### config.mk
export PLATFORM = sky130hd
export DESIGN_NAME = mwt_tracker
export DESIGN_NICKNAME = d
export VERILOG_FILES = /design/src/rtl/mwt_pkg.sv /design/src/rtl/mwt_win_ctr.sv /design/src/rtl/mwt_span_trk.sv /design/src/rtl/mwt_ref_cmp.sv /design/src/rtl/mwt_tracker.sv
export SDC_FILE = /design/constraint.sdc
export NUM_CORES = 1
export LEC_CHECK = 0
export CELL_PAD_IN_SITES_DETAIL_PLACEMENT = 1
export CELL_PAD_IN_SITES_GLOBAL_PLACEMENT = 1
export CORE_ASPECT_RATIO = 2
export CORE_MARGIN = 2
export CORE_UTILIZATION = 30
export DETAILED_ROUTE_END_ITERATION = 8
export HOLD_SLACK_MARGIN = 0.12
export PLACE_DENSITY_LB_ADDON = 0.1
export SLEW_MARGIN = 25
export SYNTH_ARGS = -nofsm -noshare
export SYNTH_HDL_FRONTEND = slang
export SYNTH_HIERARCHICAL = 1
export SYNTH_SLANG_ARGS = --single-unit
### constraint.sdc
create_clock -name clk -period 4 [get_ports clk]
set_clock_uncertainty 0.2 [all_clocks]
set_input_delay 0.8 -clock clk [delete_from_list [all_inputs] [get_ports clk]]
set_output_delay 0.8 -clock clk [all_outputs]
set_load 0.005 [all_outputs]
### src/rtl/mwt_pkg.sv
package mwt_pkg;

    localparam int CODE_W       = 12;
    localparam int MAX_WIN_LOG2 = 10;
    localparam int WLOG_W       = $clog2(MAX_WIN_LOG2 + 1);
    localparam int CNT_W        = MAX_WIN_LOG2;

    typedef logic [CODE_W-1:0]        code_t;
    typedef logic signed [CODE_W:0]   err_t;
    typedef logic [WLOG_W-1:0]        wlog_t;
    typedef logic [CNT_W-1:0]         cnt_t;

    typedef enum logic [1:0] {
        REG_LOW  = 2'b00,
        REG_MID  = 2'b01,
        REG_HIGH = 2'b10,
        REG_RSVD = 2'b11
    } region_e;

    typedef enum logic [1:0] {
        REQ_HOLD = 2'b00,
        REQ_UP   = 2'b01,
        REQ_DOWN = 2'b10
    } req_e;

    typedef struct packed {
        logic  seen;
        code_t lo;
        code_t hi;
    } span_t;

    // widen a span with one more code
    function automatic span_t span_merge(span_t s, code_t c);
        span_t r;
        r = s;
        if (!s.seen) begin
            r.seen = 1'b1;
            r.lo   = c;
            r.hi   = c;
        end else begin
            if (c < s.lo) r.lo = c;
            if (c > s.hi) r.hi = c;
        end
        return r;
    endfunction

    function automatic err_t width_diff(code_t a, code_t b);
        return $signed({1'b0, a}) - $signed({1'b0, b});
    endfunction

    function automatic req_e deadband(err_t e, code_t thr);
        err_t t;
        t = $signed({1'b0, thr});
        if (e > t)       return REQ_DOWN;
        else if (e < -t) return REQ_UP;
        return REQ_HOLD;
    endfunction

    // last count index of a window of 2^k samples, k clamped to range
    function automatic cnt_t win_mask(wlog_t k);
        wlog_t            kc;
        logic [CNT_W:0]   pw;
        kc = (k > wlog_t'(MAX_WIN_LOG2)) ? wlog_t'(MAX_WIN_LOG2) : k;
        pw = (CNT_W+1)'(1) << kc;
        return cnt_t'(pw - (CNT_W+1)'(1));
    endfunction

endpackage

### src/rtl/mwt_win_ctr.sv
module mwt_win_ctr
    import mwt_pkg::*;
(
    input  logic  clk,
    input  logic  rst,
    input  logic  smp_vld,
    input  wlog_t win_log2,
    output logic  win_end
);
    cnt_t cnt_q;
    cnt_t last_idx;

    always_comb begin
        last_idx = win_mask(win_log2);
        win_end  = smp_vld && (cnt_q >= last_idx);
    end

    always_ff @(posedge clk) begin
        if (rst)           cnt_q <= '0;
        else if (win_end)  cnt_q <= '0;
        else if (smp_vld)  cnt_q <= cnt_q + cnt_t'(1);
    end

    // a window boundary always restarts the count
    a_r3_cnt_restart: assert property (@(posedge clk) disable iff (rst)
        win_end |=> (cnt_q == '0));

    a_r3_hold_idle: assert property (@(posedge clk) disable iff (rst)
        !smp_vld |=> $stable(cnt_q));

endmodule

### src/rtl/mwt_span_trk.sv
module mwt_span_trk
    import mwt_pkg::*;
(
    input  logic  clk,
    input  logic  rst,
    input  logic  take,
    input  code_t code,
    input  logic  clr,
    output span_t span_nxt
);
    span_t span_q;

    always_comb begin
        span_nxt = take ? span_merge(span_q, code) : span_q;
    end

    always_ff @(posedge clk) begin
        if (rst || clr) span_q <= '0;
        else            span_q <= span_nxt;
    end

    // nothing but a middle sample moves the extremes
    a_r2_ignore_other: assert property (@(posedge clk) disable iff (rst)
        (!take && !clr) |=> $stable(span_q));

    // extremes stay ordered
    a_r4_ordered: assert property (@(posedge clk) disable iff (rst)
        span_q.seen |-> (span_q.lo <= span_q.hi));

    // a boundary clears the tracker
    a_r6_restart: assert property (@(posedge clk) disable iff (rst)
        clr |=> !span_q.seen);

endmodule

### src/rtl/mwt_ref_cmp.sv
module mwt_ref_cmp
    import mwt_pkg::*;
(
    input  logic  clk,
    input  logic  rst,
    input  logic  width_vld,
    input  code_t width,
    input  logic  ref_latch,
    input  code_t dead_thr,
    output logic  ref_valid,
    output code_t ref_width,
    output logic  upd_vld,
    output err_t  width_err,
    output logic  coef_inc,
    output logic  coef_dec
);
    logic  have_meas_q;
    logic  ref_ok_q;
    code_t ref_q;
    logic  upd_q;
    err_t  err_q;
    req_e  req_q;
    err_t  err_nxt;

    always_comb err_nxt = width_diff(width, ref_q);

    always_ff @(posedge clk) begin
        if (rst) begin
            have_meas_q <= 1'b0;
            ref_ok_q    <= 1'b0;
            ref_q       <= '0;
            upd_q       <= 1'b0;
            err_q       <= '0;
            req_q       <= REQ_HOLD;
        end else begin
            if (width_vld) have_meas_q <= 1'b1;
            if (ref_latch && have_meas_q) begin
                ref_q    <= width;
                ref_ok_q <= 1'b1;
            end
            upd_q <= width_vld && ref_ok_q;
            if (width_vld && ref_ok_q) begin
                err_q <= err_nxt;
                req_q <= deadband(err_nxt, dead_thr);
            end else begin
                req_q <= REQ_HOLD;
            end
        end
    end

    assign ref_valid = ref_ok_q;
    assign ref_width = ref_q;
    assign upd_vld   = upd_q;
    assign width_err = err_q;
    assign coef_inc  = (req_q == REQ_UP);
    assign coef_dec  = (req_q == REQ_DOWN);

    // reference, once held, persists
    a_r7_ref_sticky: assert property (@(posedge clk) disable iff (rst)
        ref_valid |=> ref_valid);

    // no update without reference
    a_r8_needs_ref: assert property (@(posedge clk) disable iff (rst)
        upd_vld |-> ref_valid);

    // update follows a reported span
    a_r9_follows_span: assert property (@(posedge clk) disable iff (rst)
        upd_vld |-> $past(width_vld));

    // requests exclusive and only with an update
    a_r10_exclusive: assert property (@(posedge clk) disable iff (rst)
        !(coef_inc && coef_dec));

    a_r10_with_upd: assert property (@(posedge clk) disable iff (rst)
        (coef_inc || coef_dec) |-> upd_vld);

endmodule

### src/rtl/mwt_tracker.sv
module mwt_tracker
    import mwt_pkg::*;
(
    input  logic                 clk,
    input  logic                 rst,
    input  logic                 smp_vld,
    input  logic [CODE_W-1:0]    smp_code,
    input  logic [1:0]           smp_region,
    input  logic [WLOG_W-1:0]    win_log2,
    input  logic [CODE_W-1:0]    dead_thr,
    input  logic                 ref_latch,
    output logic                 width_vld,
    output logic [CODE_W-1:0]    width,
    output logic                 ref_valid,
    output logic [CODE_W-1:0]    ref_width,
    output logic                 upd_vld,
    output logic signed [CODE_W:0] width_err,
    output logic                 coef_inc,
    output logic                 coef_dec
);
    logic  win_end;
    logic  take_mid;
    span_t span_nxt;
    logic  wvld_q;
    code_t width_q;

    assign take_mid = smp_vld && (region_e'(smp_region) == REG_MID);

    mwt_win_ctr u_win (
        .clk      (clk),
        .rst      (rst),
        .smp_vld  (smp_vld),
        .win_log2 (win_log2),
        .win_end  (win_end)
    );

    mwt_span_trk u_trk (
        .clk      (clk),
        .rst      (rst),
        .take     (take_mid),
        .code     (smp_code),
        .clr      (win_end),
        .span_nxt (span_nxt)
    );

    always_ff @(posedge clk) begin
        if (rst) begin
            wvld_q  <= 1'b0;
            width_q <= '0;
        end else begin
            wvld_q <= win_end && span_nxt.seen;
            if (win_end && span_nxt.seen)
                width_q <= span_nxt.hi - span_nxt.lo;
        end
    end

    assign width_vld = wvld_q;
    assign width     = width_q;

    mwt_ref_cmp u_cmp (
        .clk       (clk),
        .rst       (rst),
        .width_vld (wvld_q),
        .width     (width_q),
        .ref_latch (ref_latch),
        .dead_thr  (dead_thr),
        .ref_valid (ref_valid),
        .ref_width (ref_width),
        .upd_vld   (upd_vld),
        .width_err (width_err),
        .coef_inc  (coef_inc),
        .coef_dec  (coef_dec)
    );

    // a span is only reported right after a window boundary
    a_r3_after_end: assert property (@(posedge clk) disable iff (rst)
        width_vld |-> $past(win_end));

    // width holds between reports
    a_r5_width_holds: assert property (@(posedge clk) disable iff (rst)
        !width_vld |-> $stable(width));

endmodule

Yosys cells after proc, flatten, opt, wreduce, memory -nomap -nowiden
Cells that the tools add are included.
- logic and storage cells: 50
- bits in registers: 78
- output and inout port bits: 42
- input bits: 34
- $lt $le $gt $ge: 6
- reduce and logical (&&, ||, !) cells: 9
- shift-type cells: 1
- mux-type cells: 11
- add/sub/neg operators: 5
- equal/unequal tests: 3
- bitwise logic cells: 2
- operators by type and width (operator ; count):
    two-way mux 25 bit ; 1
    two-way mux 12 bit ; 2
    two-way mux 24 bit ; 1
    greater-than comparator 13 bit ; 1
    < comparator 13 bit ; 1
    negation 12 -> 13 bit ; 1
    subtractor 12 x 12 -> 13 bit ; 1
    greater-than comparator 12 bit ; 1
    < comparator 12 bit ; 1
    subtractor 12 bit ; 1
    adder 10 x 1 -> 10 bit, second input constant ; 1
    greater-or-equal comparator 10 bit ; 1
    left shift 1 x 4 -> 10 bit, first input constant ; 1
    subtractor 10 x 1 -> 10 bit, second input constant ; 1
    logical AND 1 bit ; 5
    == test 2 x 1 -> 1 bit, second input constant ; 2
    greater-than comparator 4 bit, second input constant ; 1
    two-way mux 1 bit ; 4
    two-way mux 2 bit ; 2
    two-way mux 4 bit ; 1
    OR reduction 4 bit ; 1
    OR reduction 3 bit ; 1
    == test 2 bit, second input constant ; 1
    inverter 1 bit ; 2
    other kinds (2) ; 2

Depth between registers and ports, before layout
- word-level depth: 8
- gate-level depth with buffers: 21
- depth with buffers taken out: 19

Modules after synthesis
Netlist, hierarchy kept.
- by module, submodules not included (module ; sequential area each (um2) ; cells each ; area each (um2) ; times used):
    mwt_ref_cmp ; 600.6 ; 299 ; 2342.2 ; 1
    mwt_span_trk ; 500.5 ; 230 ; 1978.1 ; 1
    mwt_tracker ; 260.2 ; 130 ; 1031.0 ; 1
    mwt_win_ctr ; 200.2 ; 95 ; 800.8 ; 1

Least setup slack after synthesis
Ideal clock, no wire load.
- path type: input-to-reg
- from: in win_log2[2]
- to: reg width_q[10] (netlist: width[10])
- path buffers: 2
- data arrival time: 3982 ps
- setup time: 59 ps
- required time: 3741 ps
- stages: 17
- slack: -241 ps
- path through: clkbuf_1 -> nor2_1 -> nand3b_1 -> ha_1 -> nor3_1 -> a21o_1 -> a32oi_1 -> ha_1 -> nand4_1 -> o41a_2 -> a21boi_4 -> and2_1 -> buf_2 -> nand2b_1 -> or3_1 -> o22a_1 -> nand2_1
- word-level cells in the longest chain between the ends: 7
- ends and longest elaborated chain (what ; RTL line ; source):
    start: declaration ; mwt_tracker.sv:9 ; input logic [WLOG_W-1:0] win_log2,
    greater-than comparator 4 bit ; mwt_pkg.sv:63 ; kc = (k > wlog_t'(MAX_WIN_LOG2)) ? wlog_t'(MAX_WIN_LOG2) : k;
    two-way mux 4 bit (*) ; mwt_pkg.sv:63 ;
    left shift 1 x 4 -> 10 bit (*) ; mwt_pkg.sv:64 ; pw = (CNT_W+1)'(1) << kc;
    subtractor 10 x 1 -> 10 bit (*) ; mwt_pkg.sv:65 ; return cnt_t'(pw - (CNT_W+1)'(1));
    greater-or-equal comparator 10 bit (*) ; mwt_win_ctr.sv:15 ; win_end = smp_vld && (cnt_q >= last_idx);
    logical AND 1 bit (*) ; mwt_win_ctr.sv:15 ;
    via win_end ; mwt_tracker.sv:21 ; logic win_end;
    logical AND 1 bit (*) ; mwt_tracker.sv:52 ; if (win_end && span_nxt.seen)
    end signal: assignment ; mwt_tracker.sv:53 ; width_q <= span_nxt.hi - span_nxt.lo;
    end: declaration ; mwt_tracker.sv:25 ; code_t width_q;
The timed path passes the listed nets; every way through them passes the cells marked *.
A chain may end at the register's enable or synchronous reset.

==> metrics.cfg <==
[floorplan]
chipWidth_um = 105.3
design.core.area_sq_um = 20280
io-pin-count = 76
height_of_the_die_um = 206.5
floorplan.initialDensity = 0.3034
rows = 74
die_area_sq_um = 21740

[synth]
ys_async_sr_fraction = 0
number_of_synthesized_flops_with_an_enable_pin = 0
ys_ff_latch = 78
synthesis.instances = 754
synth.yosys.seq_area_share = 0.2538
synthesis.nets = 871
synth.distinct_cells = 73
netlist.area_leader.share = 0.2538
area_contributors_post_synth = sky130_fd_sc_hd__dfxtp_1, sky130_fd_sc_hd__ha_1, sky130_fd_sc_hd__nand2_1, sky130_fd_sc_hd__a21oi_1, sky130_fd_sc_hd__inv_1
mappedNetlistArea_sq_um = 6152
synth_area_per_cell_sq_um = 8.159
yosys_warnings = 6
post-synth-top-area-cell = sky130_fd_sc_hd__dfxtp_1
synth-main-ff-cell = sky130_fd_sc_hd__dfxtp_1

[drt]
drt.antenna.violating_nets = 0
dr.pass1.iters = 4
routedWlPerCell_um = 18.12
drc_viols = 0
vias_per_cell = 5.141
vias = 6149
starting_drc_count_in_detailed_routing = 159
drt_wl_total_mm = 21.67

[cells_and_area]
areaGrowthSynthToFinish_pct = 41.79
drive_above_1_share = 0.2581
antennaDiodeCount = 0
stdcell_area_sq_um = 8723
layout.cells.most_common = sky130_fd_sc_hd__nand2_1
top_library_cells_by_usage_in_the_layout_fill_and_taps_aside = sky130_fd_sc_hd__nand2_1, sky130_fd_sc_hd__buf_4, sky130_fd_sc_hd__dfxtp_1, sky130_fd_sc_hd__clkdlybuf4s50_1, sky130_fd_sc_hd__inv_1
num-nets-final = 1042

[hold_path]
timing.hold.worst.class = reg -> reg
hp-start = u_cmp/width_err[3]$_SDFFE_PP0P_
min_delay_path_depth = 2
hold-path-endpoint = u_cmp/width_err[3]$_SDFFE_PP0P_

[timing]
tightestPinTransition_ns = 0.6728
period_minus_slack_ns = 4.068
achievable-frequency_mhz = 245.8
timing.final.ws_setup_ns = -0.06759
report.final.hold_viol_count = 0
slew_headroom = 0.5515
final_max_slew_viol_count = 0
setup_violations = 3
post-route-period-util = 1.017
rsz0062_at_grt = true

[global_route]
initial_antenna_violation_count = 0
first_pass_grt_wire_length_mm = 34.69
grt-ovfl-total = 0
global_route_total_usage_across_every_layer = 0.2037
maximum_number_of_pins_on_one_net_before_global_route_repair = 42
grt_pass1_vias = 6906

[clock_network]
clock_tree.buffer_depth = 2
cts_made_buffers = 9
cts_root_buffer = sky130_fd_sc_hd__clkbuf_16
worstSkewPairLatency_ns = 0.35
cts_sinks = 78
cts_hold_repair.buffers = 0
htreeDepth = 3
clock_transition_at_path_regs_ns = 0.07
cts_tree = done

[setup_path]
critical_path.endpoint_type = register
timing.setup.critical_path_class = in -> reg
crit_path_max_fanout = 4
source_of_the_worst_register_to_register_timing_path = u_trk/span_q[14]$_SDFF_PP0_
critical_path.reg2reg.endpoint = width[6]$_SDFFE_PP0P_
startpoint_type = input pin
r2r_setup_slack_ns = 0.04
timing.reg2reg.worst_path_depth = 16
worst-endpoint-required_ns = 4.09
arrival_time_of_data_at_the_critical_path_endpoint_ns = 4.16

[place]
buffer_ports.inserted = 75
detailed_place.area_sq_um = 7807
post_dp_hpwl_mm = 17.60
gpl.final_weighted_congestion = 0.8541

[run_status]
run_status = finished, violations left
failing_checks = negative setup slack

[pwr]
irDropWorstVdd_uv = 160.9
power.combinational.fraction = 0.255
p_leak_nw = 3.602
switching_power_mw = 0.6697
clkPwrFrac = 0.388
sequentialPowerShare = 0.357
power.density_nw_per_um2 = 257.3
power.switching_fraction = 0.2983
final_total_power_mw = 2.245
cell_internal_pwr_mw = 1.575

[flow_run]
max_cap_viol_count = 0

==> flip-flops by register name (all words and copies together) (netlist names) <==
name and count:
u_trk/span_q 25, u_cmp/width_err 13, u_cmp/ref_width 12, width 12, u_win/cnt_q 10, u_cmp/req_q 2
u_cmp/have_meas_q 1, u_cmp/ref_valid 1, u_cmp/upd_vld 1, width_vld 1
==> how the worst max path moves through the flow <==
stage	from	endpoint	slack (ns)
after detailed placement	smp_code[10]	width[7]$_SDFFE_PP0P_	-0.93
after global routing	smp_code[2]	width[6]$_SDFFE_PP0P_	-0.19
after global placement	smp_code[10]	width[7]$_SDFFE_PP0P_	-0.84
after floorplan	smp_code[10]	width[8]$_SDFFE_PP0P_	-0.02
after CTS	smp_code[2]	width[8]$_SDFFE_PP0P_	-0.13
final	smp_code[2]	width[6]$_SDFFE_PP0P_	-0.07
==> metrics by stage <==
stage / TNS [ns] / utilization / std cells / worst slack, ns / hold WS [ns]
detailed placement: -14.08 / 0.3850 / 1155 / -0.9326 / 0.2458
global route: -0.7965 / 0.4302 / 1196 / -0.1886 / 0.2756
floorplan: -0.03000 / - / 754 / -0.02290 / 0.2436
global placement: -10.47 / 0.3850 / 1155 / -0.8405 / 0.2439
finish: -0.1442 / 0.4302 / 1196 / -0.06759 / 0.2537
CTS: -0.2494 / 0.4153 / 1183 / -0.1338 / 0.2560
==> layer usage <==
metal  part of all wire  global-route usage
met5                  0                   0
met4              0.073              0.1467
met3              0.021             0.02113
met2               0.58              0.4194
met1               0.33              0.1751
==> cells by family (layout without fill, tap and decap cells) <==
kind of cell    Yosys count  after routing  synth area share
compound gates          176            176            0.2011
xor+xnor                 28             28           0.03986
fa+ha+maj                84             84            0.1731
buf+inv                  95            271           0.06386
flops                    78             78            0.2538
mux                      31             31           0.05817
simple gates            262            262            0.2101
==> area by class of cell <==
| type | count | area (sq um) |
|---|---|---|
| tap | 266 | 332.8 |
| fill | 2382 | 11550 |
| timing repair buffer | 189 | 1607 |
| sequential | 78 | 1562 |
| multi-input combinational | 581 | 4666 |
| clock inverter | 7 | 80.08 |
| clock buffer | 9 | 225.2 |
| inverter | 66 | 251.5 |
==> power groups by stage <==
| stage | sequential, mW | combinational (mW) | clock [mW] |
|---|---|---|---|
| floorplan | 0.814 | 0.259 | 0 |
| CTS | 0.800 | 0.511 | 0.906 |
| finish | 0.801 | 0.572 | 0.872 |
| global route | 0.802 | 0.626 | 0.936 |
| detailed placement | 0.818 | 0.450 | 0 |
| global placement | 0.818 | 0.433 | 0 |
==> synthesized netlist by cell type, drive strengths merged (16+ instances only) <==
cell / instances
inv: 66
nor3: 22
xnor2: 16
o21ai: 27
dfxtp: 78
a21oi: 60
ha: 81
clkbuf: 23
mux2i: 17
nor2: 29
nand2: 118
==> what timing repair did <==
action	4_1_cts	5_1_grt
setup endpoints to repair	10	25
pin swaps	26	28
resized for setup	83	52
setup buffers	12	13
==> worst max-delay path, stage by stage <==
cell	delay, ns
sky130_fd_sc_hd__buf_6	0.10
sky130_fd_sc_hd__ha_4	0.25
sky130_fd_sc_hd__a211o_1	0.16
sky130_fd_sc_hd__a31oi_4	0.05
sky130_fd_sc_hd__or4_4	0.55
sky130_fd_sc_hd__a22oi_4	0.23
sky130_fd_sc_hd__mux2_4	0.34
sky130_fd_sc_hd__ha_4	0.17
sky130_fd_sc_hd__fa_2	0.35
sky130_fd_sc_hd__and2b_2	0.25
sky130_fd_sc_hd__nor3_4	0.05
sky130_fd_sc_hd__o21ai_2	0.18
sky130_fd_sc_hd__buf_4	0.15
sky130_fd_sc_hd__a21oi_2	0.06
sky130_fd_sc_hd__or4_1	0.39
sky130_fd_sc_hd__nand3_1	0.07
Note: power is estimated with default switching activity, not from simulation.
